File: src/rtl/dac_seq_pkg.sv
package dac_seq_pkg;

  typedef enum logic [2:0] {
    ST_IDLE,
    ST_SETUP,
    ST_STROBE,
    ST_HOLD,
    ST_LOAD
  } seq_state_e;

  function automatic int ceil_div(input int n, input int d);
    return (n + d - 1) / d;
  endfunction

  function automatic int imax(input int a, input int b);
    return (a > b) ? a : b;
  endfunction

endpackage

File: src/rtl/dac_seq_timer.sv
module dac_seq_timer #(
  parameter int CNT_W = 4
) (
  input  logic             clk_i,
  input  logic             rst_ni,
  input  logic             load_i,
  input  logic [CNT_W-1:0] load_val_i,
  output logic             done_o
);

  logic [CNT_W-1:0] cnt_q;

  always_ff @(posedge clk_i or negedge rst_ni) begin
    if (!rst_ni) begin
      cnt_q <= '0;
    end else if (load_i) begin
      cnt_q <= load_val_i;
    end else if (cnt_q != '0) begin
      cnt_q <= cnt_q - 1'b1;
    end
  end

  assign done_o = (cnt_q == '0);

endmodule

File: src/rtl/dac_seq_frame.sv
module dac_seq_frame #(
  parameter int CODE_W = 12,
  parameter int BUS_W  = 8
) (
  input  logic              clk_i,
  input  logic              rst_ni,
  input  logic              accept_i,
  input  logic              both_i,
  input  logic              chan_i,
  input  logic [CODE_W-1:0] value_a_i,
  input  logic [CODE_W-1:0] value_b_i,
  input  logic              busy_i,
  input  logic              drive_i,
  input  logic [1:0]        step_i,
  output logic              last_o,
  output logic [1:0]        addr_o,
  output logic [BUS_W-1:0]  db_o
);

  logic              both_q, chan_q;
  logic [CODE_W-1:0] code_a_q, code_b_q;
  logic [1:0]        addr;
  logic [CODE_W-1:0] code;
  logic [BUS_W-1:0]  part;

  // capture request at acceptance; inputs are don't-care afterwards
  always_ff @(posedge clk_i or negedge rst_ni) begin
    if (!rst_ni) begin
      both_q   <= 1'b0;
      chan_q   <= 1'b0;
      code_a_q <= '0;
      code_b_q <= '0;
    end else if (accept_i) begin
      both_q   <= both_i;
      chan_q   <= chan_i;
      code_a_q <= value_a_i;
      code_b_q <= value_b_i;
    end
  end

  // addr[1] = channel, addr[0] = high part
  always_comb begin
    addr = both_q ? step_i : {chan_q, step_i[0]};
    code = addr[1] ? code_b_q : code_a_q;
    part = addr[0] ? BUS_W'(code[CODE_W-1:BUS_W]) : code[BUS_W-1:0];
  end

  assign last_o = both_q ? (step_i == 2'd3) : (step_i == 2'd1);
  assign addr_o = drive_i ? addr : 2'b00;
  assign db_o   = drive_i ? part : '0;


  code_hold_chk: assert property (@(posedge clk_i) disable iff (!rst_ni)
    (busy_i && $past(busy_i)) |-> ($stable(code_a_q) && $stable(code_b_q) &&
                                   $stable(both_q) && $stable(chan_q)));

endmodule

File: src/rtl/dac_seq_ctrl.sv
module dac_seq_ctrl
  import dac_seq_pkg::*;
#(
  parameter int CNT_W  = 4,
  parameter int SU_CYC = 1,
  parameter int WR_CYC = 10,
  parameter int HD_CYC = 2,
  parameter int LD_CYC = 11
) (
  input  logic             clk_i,
  input  logic             rst_ni,
  input  logic             start_i,
  input  logic             last_i,
  input  logic             done_i,
  output logic             tmr_load_o,
  output logic [CNT_W-1:0] tmr_val_o,
  output logic             accept_o,
  output logic [1:0]       step_o,
  output logic             drive_o,
  output logic             cs_no,
  output logic             wr_no,
  output logic             ldac_no,
  output logic             busy_o
);

  localparam logic [CNT_W-1:0] SuVal = CNT_W'(SU_CYC - 1);
  localparam logic [CNT_W-1:0] WrVal = CNT_W'(WR_CYC - 1);
  localparam logic [CNT_W-1:0] HdVal = CNT_W'(HD_CYC - 1);
  localparam logic [CNT_W-1:0] LdVal = CNT_W'(LD_CYC - 1);

  seq_state_e state_q, state_d;
  logic [1:0] step_q, step_d;

  always_comb begin
    state_d    = state_q;
    step_d     = step_q;
    tmr_load_o = 1'b0;
    tmr_val_o  = '0;
    accept_o   = 1'b0;
    unique case (state_q)
      ST_IDLE: if (start_i) begin
        state_d    = ST_SETUP;
        step_d     = 2'd0;
        tmr_load_o = 1'b1;
        tmr_val_o  = SuVal;
        accept_o   = 1'b1;
      end
      ST_SETUP: if (done_i) begin
        state_d    = ST_STROBE;
        tmr_load_o = 1'b1;
        tmr_val_o  = WrVal;
      end
      ST_STROBE: if (done_i) begin
        state_d    = ST_HOLD;
        tmr_load_o = 1'b1;
        tmr_val_o  = HdVal;
      end
      ST_HOLD: if (done_i) begin
        tmr_load_o = 1'b1;
        if (last_i) begin
          state_d   = ST_LOAD;
          tmr_val_o = LdVal;
        end else begin
          state_d   = ST_SETUP;
          step_d    = step_q + 2'd1;
          tmr_val_o = SuVal;
        end
      end
      ST_LOAD: if (done_i) state_d = ST_IDLE;
      default: state_d = ST_IDLE;
    endcase
  end

  always_ff @(posedge clk_i or negedge rst_ni) begin
    if (!rst_ni) begin
      state_q <= ST_IDLE;
      step_q  <= 2'd0;
    end else begin
      state_q <= state_d;
      step_q  <= step_d;
    end
  end

  assign step_o  = step_q;
  assign drive_o = (state_q == ST_SETUP) || (state_q == ST_STROBE) || (state_q == ST_HOLD);
  assign cs_no   = !drive_o;
  assign wr_no   = (state_q != ST_STROBE);
  assign ldac_no = (state_q != ST_LOAD);
  assign busy_o  = (state_q != ST_IDLE);


  busy_rise_chk: assert property (@(posedge clk_i) disable iff (!rst_ni)
    (start_i && !busy_o) |=> busy_o);


  busy_end_chk: assert property (@(posedge clk_i) disable iff (!rst_ni)
    $rose(ldac_no) |-> !busy_o);


  cs_hold_chk: assert property (@(posedge clk_i) disable iff (!rst_ni)
    $rose(wr_no) |-> !cs_no);


  load_after_write_chk: assert property (@(posedge clk_i) disable iff (!rst_ni)
    $fell(ldac_no) |-> ($past(!cs_no) && $past(wr_no)));

endmodule

File: src/rtl/dac_wr_seq.sv
module dac_wr_seq
  import dac_seq_pkg::*;
#(
  parameter int CLK_NS  = 10,
  parameter int T_WR_NS = 100,
  parameter int T_DS_NS = 80,
  parameter int T_DH_NS = 10,
  parameter int T_LD_NS = 100,
  parameter int CODE_W  = 12,
  parameter int BUS_W   = 8
) (
  input  logic              clk_i,
  input  logic              rst_ni,
  input  logic              start_i,
  input  logic              both_i,
  input  logic              chan_i,
  input  logic [CODE_W-1:0] value_a_i,
  input  logic [CODE_W-1:0] value_b_i,
  output logic [BUS_W-1:0]  db_o,
  output logic [1:0]        addr_o,
  output logic              cs_no,
  output logic              wr_no,
  output logic              ldac_no,
  output logic              busy_o
);

  // minimums given as "more than" get one extra ns before rounding up
  localparam int WrCyc  = imax(1, ceil_div(T_WR_NS, CLK_NS));
  localparam int DsCyc  = ceil_div(T_DS_NS + 1, CLK_NS);
  localparam int DhCyc  = ceil_div(T_DH_NS + 1, CLK_NS);
  localparam int LdCyc  = imax(1, ceil_div(T_LD_NS + 1, CLK_NS));
  localparam int SuCyc  = imax(1, DsCyc - WrCyc);
  localparam int HdCyc  = imax(1, DhCyc);
  localparam int MaxCyc = imax(imax(WrCyc, LdCyc), imax(SuCyc, HdCyc));
  localparam int CntW   = $clog2(MaxCyc + 1);

  logic            tmr_load, tmr_done, accept, last, drive;
  logic [CntW-1:0] tmr_val;
  logic [1:0]      step;

  dac_seq_timer #(.CNT_W(CntW)) u_timer (
    .clk_i      (clk_i),
    .rst_ni     (rst_ni),
    .load_i     (tmr_load),
    .load_val_i (tmr_val),
    .done_o     (tmr_done)
  );

  dac_seq_ctrl #(
    .CNT_W  (CntW),
    .SU_CYC (SuCyc),
    .WR_CYC (WrCyc),
    .HD_CYC (HdCyc),
    .LD_CYC (LdCyc)
  ) u_ctrl (
    .clk_i      (clk_i),
    .rst_ni     (rst_ni),
    .start_i    (start_i),
    .last_i     (last),
    .done_i     (tmr_done),
    .tmr_load_o (tmr_load),
    .tmr_val_o  (tmr_val),
    .accept_o   (accept),
    .step_o     (step),
    .drive_o    (drive),
    .cs_no      (cs_no),
    .wr_no      (wr_no),
    .ldac_no    (ldac_no),
    .busy_o     (busy_o)
  );

  dac_seq_frame #(.CODE_W(CODE_W), .BUS_W(BUS_W)) u_frame (
    .clk_i     (clk_i),
    .rst_ni    (rst_ni),
    .accept_i  (accept),
    .both_i    (both_i),
    .chan_i    (chan_i),
    .value_a_i (value_a_i),
    .value_b_i (value_b_i),
    .busy_i    (busy_o),
    .drive_i   (drive),
    .step_i    (step),
    .last_o    (last),
    .addr_o    (addr_o),
    .db_o      (db_o)
  );

  // pulse-width counters used by the checks below
  int wr_low_q, ld_low_q;
  always_ff @(posedge clk_i or negedge rst_ni) begin
    if (!rst_ni) begin
      wr_low_q <= 0;
      ld_low_q <= 0;
    end else begin
      wr_low_q <= !wr_no ? wr_low_q + 1 : 0;
      ld_low_q <= !ldac_no ? ld_low_q + 1 : 0;
    end
  end


  wr_width_chk: assert property (@(posedge clk_i) disable iff (!rst_ni)
    $rose(wr_no) |-> (wr_low_q == WrCyc));


  ld_width_chk: assert property (@(posedge clk_i) disable iff (!rst_ni)
    $rose(ldac_no) |-> (ld_low_q == LdCyc));


  wr_setup_chk: assert property (@(posedge clk_i) disable iff (!rst_ni)
    $fell(wr_no) |-> ($past(!cs_no) && $stable(addr_o) && $stable(db_o)));


  wr_data_stable_chk: assert property (@(posedge clk_i) disable iff (!rst_ni)
    (!wr_no && $past(!wr_no)) |-> ($stable(addr_o) && $stable(db_o)));


  idle_bus_chk: assert property (@(posedge clk_i) disable iff (!rst_ni)
    !busy_o |-> (db_o == '0 && cs_no && wr_no && ldac_no));

endmodule

File: config.mk
export PLATFORM = sky130hd
export DESIGN_NAME = dac_wr_seq
export DESIGN_NICKNAME = d
export VERILOG_FILES = /design/src/rtl/dac_seq_pkg.sv /design/src/rtl/dac_seq_timer.sv /design/src/rtl/dac_seq_frame.sv /design/src/rtl/dac_seq_ctrl.sv /design/src/rtl/dac_wr_seq.sv
export SDC_FILE = /design/constraint.sdc
export NUM_CORES = 1
export LEC_CHECK = 0
export BUFFER_PORTS_ARGS = -buffer_cell sky130_fd_sc_hd__buf_2
export CAP_MARGIN = 20
export CORE_MARGIN = 1
export CORE_UTILIZATION = 56
export DETAILED_ROUTE_END_ITERATION = 6
export PLACE_DENSITY = 0.85
export SLEW_MARGIN = 15
export SYNTH_ARGS = -nofsm -noshare
export SYNTH_HDL_FRONTEND = slang
export SYNTH_SLANG_ARGS = --single-unit
File: constraint.sdc
create_clock -name clk_i -period 2.7 [get_ports clk_i]
set_clock_uncertainty 0.2 [all_clocks]
set_input_delay 0.54 -clock clk_i [delete_from_list [all_inputs] [get_ports clk_i]]
set_output_delay 0.54 -clock clk_i [all_outputs]
set_load 0.005 [all_outputs]
==> metrics list, run 1 <==
- Run status: finished, violations left
- Violated checks: design-rule violations
- Once layout is complete, the cells apart from fillers number 270.
* Top FF cell, synth: dfrtp_1
- The worst setup path is launched from a flip-flop.
- Dominant cell type by area after synthesis: dfrtp_1
* I/O pin cnt: 43
- Cell row count: 19
- Counting along the longest clock path gives a buffer depth of 2.
- Final global-route overflow total: 0
- Non-Filler Cell Area, Final: about 0.0020 sq mm
- After synthesis, the cell types taking the most area are dfrtp_1, nand2_1, mux2i_1.
- Final count of hold timing violations: 0
- Area share of the leading cell type in the synthesized netlist: between 40% and 50%
- The share of the Yosys chip area taken by registers is 49.9%.
- In this run the tool buffered the top-level ports with 42 buffer cells.
* Power per cell area: between 1000 and 1500 mW/mm^2
* HPWL after DPL: roughly 2400 um
* Worst Setup Path Type: flip-flop to primary output
* Async set or reset register ratio after synthesis: between 90% and 100%
- Summed over all cells, the static leakage comes to between 0.001 and 0.0015 uW.
* Worst EP required: 1.96 ns
- TritonCTS built the clock tree.
* Critical path's slowest cell: dfrtp_1
- Area of the die: 0.00336 sq mm
- Post-route ant nets: 0
- Global routing used 24.3% of the available tracks.
* Die Height: 58.0 um
* Pin count of the biggest net entering global routing: 36
* DR WL/cell: 13.0 um
- For this run, the post-layout net count is roughly 270.
- Of the cells placed in the final design, the portion with a size suffix greater than 1 is about a quarter.
- From synthesis to final layout, the design area changed by 15.4%.
* GP Congestion: 0.834
- Crit path time final: ~2.6 ns
- For this design, the sink count on the clock tree is 35.
- In the finished design, the share of the clock period the worst path needs comes to a little over nine tenths.
* Total of max-cap violations: 0
* Initial antenna violation count: 0
* Maximum frequency from static timing analysis: just under 400 MHz
* Number of buffers added to fix hold violations after cts: 0
- Initial Utilization: around three fifths
* Post-Syn Instances: slightly below 200
* Insertion delay of the later-clocked pin in the worst-skew pair: 0.34 ns
* CP peak stage delay: ~0.58 ns
* Post_cts resized: 0
- The detailed router finished its first iteration with 50 violations.
* Count of flip-flops with a built-in enable after synthesis: 0
- Unrepaired setup endpoints after global routing: false
- Using the TritonRoute via totals, the vias-per-cell ratio works out to roughly 5.5.
- Once placement completed, the tool counted placed cells totaling roughly 260.
- After detailed routing, the total wire length is 3500 um.
* Netlist area before placement: around 0.0018 sq mm
- The H-tree was split into 2 levels.
- Across the VDD grid, the largest voltage drop is 652 uV.
* Count of final max-slew check failures: 0
- Walking the worst path, the cells encountered are o21bai_1 -> or2_2 -> o22ai_1 -> buf_2.
- The via count of the first global-routing pass is 1,382.
* Count of antenna diodes in the layout: 0
- Of all nets on the critical path, the largest fanout is 12.
* Number of post-CTS setup repair buffers: 0
* Total clock buffers created by CTS: 5
- Minimum hold slack: 0.0366 ns
- Setup violations, final: 0
- After clock tree synthesis, the clock-pin slew on the worst setup and hold paths is 0.10 ns.
- In this run the worst hold path is classified as input pin to asynchronous set/reset pin.
- STA classifies the critical path endpoint as a primary output.
* Count of synthesis-stage warnings from yosys: 0
* Synth Net Count: between 200 and 250
* CTS Root Cell: clkbuf_4
* Flops & latches, synth: 35
* Transition time at the pin with the least slew margin: roughly 0.72 ns
* Global-route wire length before repair: a little over 6000 um
- Number of iterations in the first detailed-routing pass: 6
- Setup_tns: 0 ns
* Number of library cell types mapped by synthesis: 38
* Syn_area_per_cell: roughly 8.9 sq um
* Relative slew slack: 51.8%
- Detailed-route via count: 1,479
- Total cell area at the placement stage: 0.00197 sq mm
- Residual DRC count: 1
- After floorplanning, the core was sized to cover between 0.002 and 0.003 sq mm.
* Worst path arrival time: between 1.5 and 2 ns
* DIE WIDTH: around 58 um
[Yosys cell counts (all sizes together) (2+ instances only)]
cell type / n
nand2: 81
dfrtp: 35
mux2i: 13
buf: 7
inv: 6
o22ai: 6
clkbuf: 5
nor2: 5
or3: 4
a21oi: 3
a32oi: 2
nand2b: 2
nand3: 2
nand3b: 2
o21ai: 2
o311ai: 2
xnor2: 2
[final timing paths]
check,to,startpoint,depth (start not counted),slack [ns]
worst max-delay path,db_o[2],u_ctrl.state_q[0]$_DFFE_PN0P_,4,0.13
worst min-delay path,u_timer.cnt_q[0]$_DFFE_PN0P_,rst_ni,1,0.04
worst max register to register,u_ctrl.step_o[0]$_DFFE_PN0P_,u_timer.cnt_q[0]$_DFFE_PN0P_,5,0.62
worst min register to register,u_frame.code_a_q[1]$_DFFE_PN0P_,u_frame.code_a_q[1]$_DFFE_PN0P_,2,0.29
max in group asynchronous,u_ctrl.state_q[1]$_DFFE_PN0P_,rst_ni,1,1.75
min in group clk_i,u_frame.code_a_q[2]$_DFFE_PN0P_,value_a_i[2],3,0.17
[flip-flops by register name, summed over array words and instances, names as in the netlist]
name	count
u_frame.code_a_q	12
u_timer.cnt_q	4
u_ctrl.state_q	3
u_frame.code_b_q	12
u_frame.chan_q	1
u_frame.both_q	1
u_ctrl.step_o	2
[cells in the final DEF, fill, tap and decap left out, types with 2 or more instances in the layout]
cell type,synthesis,layout
a21oi_1,3,3
a32oi_1,2,2
buf_2,5,42
buf_4,1,3
clkbuf_1,5,2
clkbuf_4,0,5
dfrtp_1,35,34
inv_1,6,6
mux2i_1,13,12
nand2_1,81,81
nand2b_1,2,2
nand3_1,2,2
nand3b_1,2,2
nor2_1,5,5
o21ai_0,2,2
o22ai_1,6,6
o311ai_0,2,2
or3_1,4,4
xnor2_1,2,2
[cell families after synthesis]
kind of cell	share of synthesized area, %
AOI/OAI and AO/OA	9.35
xor gates and xnor gates	1.50
DFF	49.9
muxes	7.42
and+or+nand+nor	26.2
adders and majority gates	0.713
buffers and inverters	4.85
[stage by stage]
step           util [%]  total power, uW  setup slack (ns)
3_3_place_gp       69.2             1990             0.573
4_1_cts            70.9             2300             0.137
5_1_grt            71.0             2500           0.00663
6_report           71.0             2300             0.128
3_5_place_dp       69.2             2020             0.516
2_1_floorplan         -             1700             0.616
[critical path: cells and delay by family, from the launching register on]
family,cells,cell delay [ns]
AOI/OAI and AO/OA,2,0.37
DFF,1,0.58
buffers and inverters,1,0.14
and+or+nand+nor,1,0.39
[where the power goes]
part | internal [uW] | leakage (uW) | switching (uW) | total (uW)
clock | 101 | 0.0000293 | 175 | 277
combinational | 501 | 0.000642 | 542 | 1040
sequential | 767 | 0.000431 | 212 | 979
[per-layer routing]
layer | GRT usage (%) | wire (um) | up-vias
li1 | - | - | 743
met1 | 32.0 | 1630 | 700
met2 | 38.8 | 1690 | 29
met3 | 4.91 | 121 | 7
met4 | 11.2 | 61 | 0
met5 | 0 | 0 | -
[cell type report]
class	count	area (sq um)
repair buffers	45	233
well taps	31	38.8
clock inverters	1	5.00
fillers	234	828
multi-input cells	145	803
flip-flops and latches	35	877
clock buffers	7	45.0
inverters	6	22.5
Note: power is estimated with default switching activity, not from simulation.
==> run 2, diff against run 1 <==
--- a/config.mk
+++ b/config.mk
@@ -7,10 +7,11 @@
 export LEC_CHECK = 0
 export BUFFER_PORTS_ARGS = -buffer_cell sky130_fd_sc_hd__buf_2
 export CAP_MARGIN = 20
+export CORE_ASPECT_RATIO = 1.2
 export CORE_MARGIN = 1
-export CORE_UTILIZATION = 56
+export CORE_UTILIZATION = 47
 export DETAILED_ROUTE_END_ITERATION = 6
-export PLACE_DENSITY = 0.85
+export PLACE_DENSITY = 0.76
 export SLEW_MARGIN = 15
 export SYNTH_ARGS = -nofsm -noshare
 export SYNTH_HDL_FRONTEND = slang
==> constraint.sdc (replaced) <==
create_clock -name clk_i -period 2.1 [get_ports clk_i]
set_clock_uncertainty 0.2 [all_clocks]
set_input_delay 0.42 -clock clk_i [delete_from_list [all_inputs] [get_ports clk_i]]
set_output_delay 0.42 -clock clk_i [all_outputs]
set_load 0.005 [all_outputs]
==> run 2 against run 1 <==
The flow finishes with violations (design-rule violations, negative setup slack). Via count rose by 4.1%. Final cell count is 6.3% higher. Final area up 8.0%. Clock power rose by 96%. Core utilization decreased by 7.6 points. Critical path depth up 1. Sequential share of layout area decreased by 3.2 points. Wire length rose by 9.6%. Non-clock buffer count grew 11.
==> metrics list, run 2 (synthesis gave the netlist of run 1 again) <==
- The total count of hold-check failures in the final report was 0 (unchanged).
- Hold Crit Depth: 3
- The CTS tree was yes (unchanged).
- The number of clock sinks was 35 (unchanged).
* DR WL/cell: 13.4 um (was 13.0 um)
* Minimum hold slack: 0.112 ns (was 0.0366 ns)
- The startpoint-to-endpoint class of the critical path was flip-flop to primary output (unchanged).
- The deepest clock path buffer count was 2 (unchanged).
- The slew at the pin closest to its max-slew limit was 0.504 ns (was 0.723 ns).
* Count of antenna diodes in the layout: 0 (unchanged)
* I/O pin cnt: 43 (unchanged)
- Final routed wirelength across all metal layers: 3840 um (was 3500 um)
- The area inside the core boundary was 0.00345 sq mm (was 0.00285 sq mm).
* Residual DRC count: 1 (unchanged)
- The remaining max-slew budget at the tightest pin came to 66.2% (was 51.8%).
* Sequence of cells on the critical path: mux2i_2 -> buf_12 -> mux2i_1 -> o22ai_1 -> buf_2 (was o21bai_1 -> or2_2 -> o22ai_1 -> buf_2)
- Most frequent cells in the layout: nand2_1, buf_2, dfrtp_1 (unchanged).
- The critical path data arrival time came to 1.66 ns (was 1.83 ns).
* Total clock buffers created by CTS: 5 (unchanged)
- The worst-path cell with the longest stage delay is dfrtp_1 (unchanged).
- The final critical path takes up 108% of the cycle.
- The number of violations reported at the end of detailed-routing iteration 0 is 33 (was 50).
* Cell row count: 23 (was 19)
- The final cell count without fillers is 287 (was 270).
* Worst EP required: 1.48 ns (was 1.96 ns)
- The layout overhead on the synthesized area is 24.7% (was 15.4%).
- Nature of the critical path endpoint: primary output (unchanged)
* Critical path peak fanout: 13 (was 12)
* Most frequent standard cell in the layout excluding fill and tap cells: nand2_1 (unchanged)
- The vertical die dimension was 68.9 um (was 58.0 um).
* Insertion delay of the later-clocked pin in the worst-skew pair: 0.29 ns (was 0.34 ns)
- GP Congestion: 0.854 (was 0.834)
- The detailed-route vias per instance came to 5.36 (was 5.48).
- Pin count of the biggest net entering global routing: 36 (unchanged)
- H-tree levels: 2 (unchanged)
- The total power per unit cell area is 1530 mW/mm^2 (was 1140 mW/mm^2).
- The setup slack of the critical path after layout was -0.177 ns (was 0.128 ns).
* Area occupied by registers: 878 sq um (was 877 sq um)
- The starting density of the core came to 50.8% (was 61.5%).
- The fill cell instance count of the final layout came to 303 (was 234).
- Vias in the first global route: 1,404 (was 1,382)
- The largest stage delay on the critical path was 0.39 ns (was 0.58 ns).
* Initial antenna violation count: 0 (unchanged)
- The net count reported at finish was 279 (was 268).
- IO buf count: 42 (unchanged)
* Post-route ant nets: 0 (unchanged)
- The routed design could run at a clock period as short as roughly 2.3 ns.
- The area enclosed by the die boundary came to 0.00398 sq mm (was 0.00336 sq mm).
- Cell count after placement: 274 (was 262)
- Multi-input gate area: 806 sq um (was 803 sq um)
* Run status: finished, violations left (unchanged)
- Total of max-cap violations: 0 (unchanged)
* Critical Path Stages: 5 (was 4)
* Critical path buffers and inverters: 2 (was 1)
- Leakage power total: 0.00118 uW (was 0.00110 uW)
- The number of cells on the worst reg-to-reg path was 5 (unchanged).
- The setup TNS was -0.917 ns (was 0 ns).
- Overall routing resource usage: 22.0% (was 24.3%)
- Violated checks: design-rule violations, negative setup slack (was design-rule violations)
- Timing would allow up to around 440 MHz.
- Count of final max-slew check failures: 0 (unchanged)
* Clock Pin Slew Worst Setup and Hold Paths: 0.07 ns (was 0.10 ns)
* Startpoint type of the worst setup path: flip-flop (unchanged)
- The number of endpoints failing setup at the final stage came to 8 (was 0).
* CTS Root Cell: clkbuf_8 (was clkbuf_4)
* Final global-route overflow total: 0 (unchanged)
- The width of the die was 57.8 um (was 58.0 um).
- Share of post-route cells with drive strength above 1: 27.6% (was 23.4%)
- Highest ir drop seen on vdd: 786 uV (was 652 uV)
- Hold/Removal Path Class: input pin to flip-flop (was input pin to asynchronous set/reset pin)
- Unrepaired setup endpoints after global routing: true (was false)
- The top cell family by delay on the critical path is multiplexers (was flip-flops).
* HPWL after DPL: 2690 um (was 2440 um)
- The first-pass GRT wire length was 6400 um (was 6060 um).
- Registers with the most flip-flops: u_frame.code_a_q: 12 flops, u_frame.code_b_q: 12 flops, u_timer.cnt_q: 4 flops (unchanged).
* Detailed-route via count: 1,539 (was 1,479)
- Number of iterations in the first detailed-routing pass: 6 (unchanged)
==> run 2: changes by cell type in the layout (fill, tap and decap cells not counted) <==
cell,before,now
or2_2,1,0
clkbuf_8,0,7
dfrtp_1,34,33
clkbuf_1,2,0
buf_4,3,12
clkinv_2,1,0
buf_12,0,1
dlygate4sd3_1,0,1
clkinvlp_4,0,1
clkbuf_4,5,0
dfrtp_2,1,2
or2_4,0,1
==> run 2: worst paths after layout <==
kind	slack, ns	end	startpoint
hold / removal	0.11	u_frame.code_b_q[11]$_DFFE_PN0P_	value_b_i[11]
setup / recovery	-0.18	db_o[3]	u_frame.both_q$_DFFE_PN0P_
hold reg to reg	0.27	u_frame.code_b_q[6]$_DFFE_PN0P_	u_frame.code_b_q[6]$_DFFE_PN0P_
min in group asynchronous	0.49	u_timer.cnt_q[3]$_DFFE_PN0P_	rst_ni
setup reg to reg	0.15	u_ctrl.step_o[0]$_DFFE_PN0P_	u_timer.cnt_q[0]$_DFFE_PN0P_
max in group asynchronous	0.87	u_ctrl.state_q[1]$_DFFE_PN0P_	rst_ni
==> run 2: metal layers <==
metal	GRT usage [%]	up-vias	share of wire, %
met5	0	-	0
met1	26.1	720	44
met3	6.16	17	4.9
met4	13.1	0	3.4
li1	-	758	-
met2	36.0	44	48
==> run 2: metrics by stage <==
stage | power (uW) | utilization [%] | setup WS [ns] | cell area (sq um)
global route | 3620 | 63.3 | -0.253 | 2190
finish | 3350 | 63.3 | -0.177 | 2190
global placement | 2670 | 59.0 | 0.147 | 2040
floorplan | 2190 | - | 0.136 | 1750
detailed placement | 2710 | 59.0 | 0.107 | 2040
CTS | 3340 | 63.1 | -0.159 | 2180
==> run 2: cell type report <==
type	count	area share [%]
Clock buffer	7	4.41
Clock inverter	1	0.343
Inverter	6	1.03
Multi-Input combinational cell	145	36.8
Sequential cell	35	40.2
Tap cell	37	2.12
Timing Repair Buffer	56	15.1
==> run 2: what timing repair did <==
item                       in CTS  in global routing
hold endpoints to repair       35                  0
setup endpoints to repair       9                 11
gates cloned                    0                  0
resized for setup               2                  1
setup buffers                   3                  1
hold buffers                    1                  0
pin swaps                       0                  0
==> run 2: power breakdown <==
part	internal (uW)	switching [uW]
combinational	789	784
clock	298	246
sequential	989	241
==> run 2: worst register-to-register path: cells and delay by family, from the launching register on <==
| kind | cells | cell delay [ns] |
|---|---|---|
| buf+inv | 1 | 0.07 |
| simple gates | 1 | 0.47 |
| flops | 1 | 0.41 |
| fa+ha+maj | 1 | 0.21 |
| compound gates | 2 | 0.47 |
==> run 3, diff against run 2 <==
--- a/config.mk
+++ b/config.mk
@@ -7,11 +7,14 @@
 export LEC_CHECK = 0
 export BUFFER_PORTS_ARGS = -buffer_cell sky130_fd_sc_hd__buf_2
 export CAP_MARGIN = 20
+export CELL_PAD_IN_SITES_DETAIL_PLACEMENT = 2
+export CELL_PAD_IN_SITES_GLOBAL_PLACEMENT = 2
 export CORE_ASPECT_RATIO = 1.2
 export CORE_MARGIN = 1
-export CORE_UTILIZATION = 47
+export CORE_UTILIZATION = 28
+export CTS_CLUSTER_SIZE = 30
 export DETAILED_ROUTE_END_ITERATION = 6
-export PLACE_DENSITY = 0.76
+export PLACE_DENSITY = 0.77
 export SLEW_MARGIN = 15
 export SYNTH_ARGS = -nofsm -noshare
 export SYNTH_HDL_FRONTEND = slang
==> run 3 against run 2 <==
The flow finishes with violations (negative setup slack). Sequential share of layout area decreased by 1.3 points. Clock power decreased by 9.0%. Via count increased by 2.3%. Non-clock buffer count increased by 2. Critical path type unchanged. Largest power group unchanged.
==> metrics list, run 3 (synthesis gave the netlist of run 1 again) <==
* Run status: finished, violations left (unchanged)
- Violated checks: negative setup slack (was design-rule violations, negative setup slack)
- Overall routing resource usage: 17.1% (was 22.0%)
* Share of post-route cells with drive strength above 1: 29.1% (was 27.6%)
- The total chip power is 3380 uW (was 3350 uW).
- The total length of routed wires came to 5000 um (was 3840 um).
* I/O pin cnt: 43 (unchanged)
- Critical path peak fanout: 7 (was 13)
* FILL cells: 729 (was 303)
- Detailed-route via count: 1,574 (was 1,539)
- The placed instance count was 322 (was 274).
- Final count of hold timing violations: 0 (unchanged)
- TritonCTS clock tree: yes (unchanged)
* Startpoint type of the worst setup path: flip-flop (unchanged)
- The number of nets with antenna violations after detailed routing was 0 (unchanged).
- The setup slack of the critical path after layout came to -0.129 ns (was -0.177 ns).
* Insertion delay of the later-clocked pin in the worst-skew pair: 0.29 ns (about the same)
- The number of placement rows came to 31 (was 23).
- The critical path data arrival time is 1.61 ns (was 1.66 ns).
- Nature of the critical path endpoint: primary output (unchanged)
* Most frequent cells in the layout: nand2_1, buf_2, dfrtp_1 (unchanged)
- Global-route wire length before repair: 8290 um (was 6400 um)
* Net count reported at finish: 281 (was 279)
- The number of search-and-repair iterations in the first detailed-routing pass was 4 (was 6).
- The deepest clock path buffer count was 2 (unchanged).
- The number of buffer cells added on primary ports came to 42 (unchanged).
* Minimum hold slack: 0.120 ns (was 0.112 ns)
- Die Height: 88.7 um (was 68.9 um)
* Relative slew slack: 60.8% (was 66.2%)
- R2R setup slack: 0.15 ns (about the same)
* Non-Filler Instances: 333 (was 287)
- The starting density of the core is 29.0% (was 50.8%).
- Registers with the most flip-flops: u_frame.code_a_q: 12 flops, u_frame.code_b_q: 12 flops, u_timer.cnt_q: 4 flops (unchanged)
- Leakage power total: 0.00119 uW (was 0.00118 uW)
- H-tree levels: 2 (unchanged)
- The slew at the pin closest to its max-slew limit is 0.587 ns (was 0.504 ns).
* Setup violations, final: 8 (unchanged)
* Non-Filler Cell Area, Final: 0.00226 sq mm (was 0.00219 sq mm)
- Total clock buffers created by CTS: 5 (unchanged)
- The detail-routed net length per standard cell is 15.0 um (was 13.4 um).
- The area of combinational cells with multiple inputs is 812 sq um (was 806 sq um).
- Total cell area at the placement stage: 0.00212 sq mm (was 0.00204 sq mm)
* Fin crit share: 106% (was 108%)
* Drt via density: 4.73 (was 5.36)
- Worst EP required: 1.48 ns (about the same)
- The area enclosed by the die boundary was 0.00659 sq mm (was 0.00398 sq mm).
- CTS Root Cell: clkbuf_8 (unchanged)
* Final global-route overflow total: 0 (unchanged)
- Clock Pin Slew Worst Setup and Hold Paths: 0.07 ns (about the same)
- Count of antenna diodes in the layout: 0 (unchanged)
- Maximum frequency from static timing analysis: 449 MHz (was 439 MHz)
* Crit path time final: 2.23 ns (was 2.28 ns)
- Unrepaired setup endpoints after global routing: true (unchanged)
- Initial antenna violation count: 0 (unchanged)
- The pin count of the biggest net entering global routing came to 36 (unchanged).
- Number of design-rule violations left by the first detailed-router iteration: 87 (was 33)
- The global placement routability congestion was 0.790 (was 0.854).
- The number of maximum-capacitance violations was 0 (unchanged).
* Most frequent standard cell in the layout excluding fill and tap cells: nand2_1 (unchanged)
* Highest ir drop seen on vdd: 516 uV (was 786 uV)
* Number of sinks handled by clock tree synthesis: 35 (unchanged)
- Area occupied by registers: 878 sq um (unchanged)
- Hold/Removal Path Class: input pin to flip-flop (unchanged)
* DIE WIDTH: 74.3 um (was 57.8 um)
* Area of the core: 0.00605 sq mm (was 0.00345 sq mm)
- Vias in the first global route: 1,708 (was 1,404)
- The count of pins over their slew limit was 0 (unchanged).
* Worst Setup Path Type: flip-flop to primary output (unchanged)
* HPWL after DPL: 3660 um (was 2690 um)
* Power per cell area: 1500 mW/mm^2 (was 1530 mW/mm^2)
- Setup_tns: -0.702 ns (was -0.917 ns)
- The layout overhead on the synthesized area is 28.8% (was 24.7%).
- Residual DRC count: 0 (was 1)
-- run 3: cell type report --
type	count	area share, %
sequential	35	38.9
multi-input combinational	145	35.9
timing repair buffer	58	15.8
tap	82	4.54
clock buffer	6	3.65
inverter	6	0.997
clock inverter	1	0.221
-- run 3: path summary, 6_finish.rpt --
kind | start | endpoint | cells after the start
max in group asynchronous | rst_ni | u_frame.code_b_q[0]$_DFFE_PN0P_ | 3
max | u_frame.both_q$_DFFE_PN0P_ | db_o[0] | 5
min in group asynchronous | rst_ni | u_timer.cnt_q[0]$_DFFE_PN0P_ | 3
min | value_a_i[1] | u_frame.code_a_q[1]$_DFFE_PN0P_ | 3
max reg2reg | u_ctrl.state_q[2]$_DFFE_PN0P_ | u_timer.cnt_q[0]$_DFFE_PN0P_ | 4
min reg2reg | u_frame.code_b_q[7]$_DFFE_PN0P_ | u_frame.code_b_q[7]$_DFFE_PN0P_ | 2
-- run 3: worst max-delay path, cell delays in order, from the launching register on --
cell and delay [ns]:
dfrtp_1 0.39, mux2i_2 0.30, buf_6 0.19, mux2i_1 0.21
o22ai_1 0.09, buf_2 0.14
-- run 3: layer usage --
layer / GRT usage, % / vias up / part of all wire [%]
met2: 30.4 / 34 / 52
met3: 3.99 / 5 / 3.8
li1: - / 761 / -
met5: 0 / - / 0
met1: 20.3 / 774 / 43
met4: 5.15 / 0 / 1.1
-- run 3: power by group --
part,internal [uW],total (uW),switching (uW)
registers,990,1240,250
clock network,257,495,238
logic,801,1650,847
total,2050,3380,1340
-- run 3: stage by stage --
stage / setup slack, ns / util (%)
floorplan: 0.136 / -
global placement: 0.156 / 35.0
detailed placement: 0.109 / 35.0
CTS: -0.147 / 36.8
global route: -0.233 / 37.3
finish: -0.129 / 37.3
-- run 3: timing repair --
action	4_1_cts	5_1_grt
gates resized for setup	4	6
pin swaps	4	1
buffers inserted	0	3
hold buffers	1	0
endpoints found under the setup margin	8	13
hold endpoints to repair	35	0
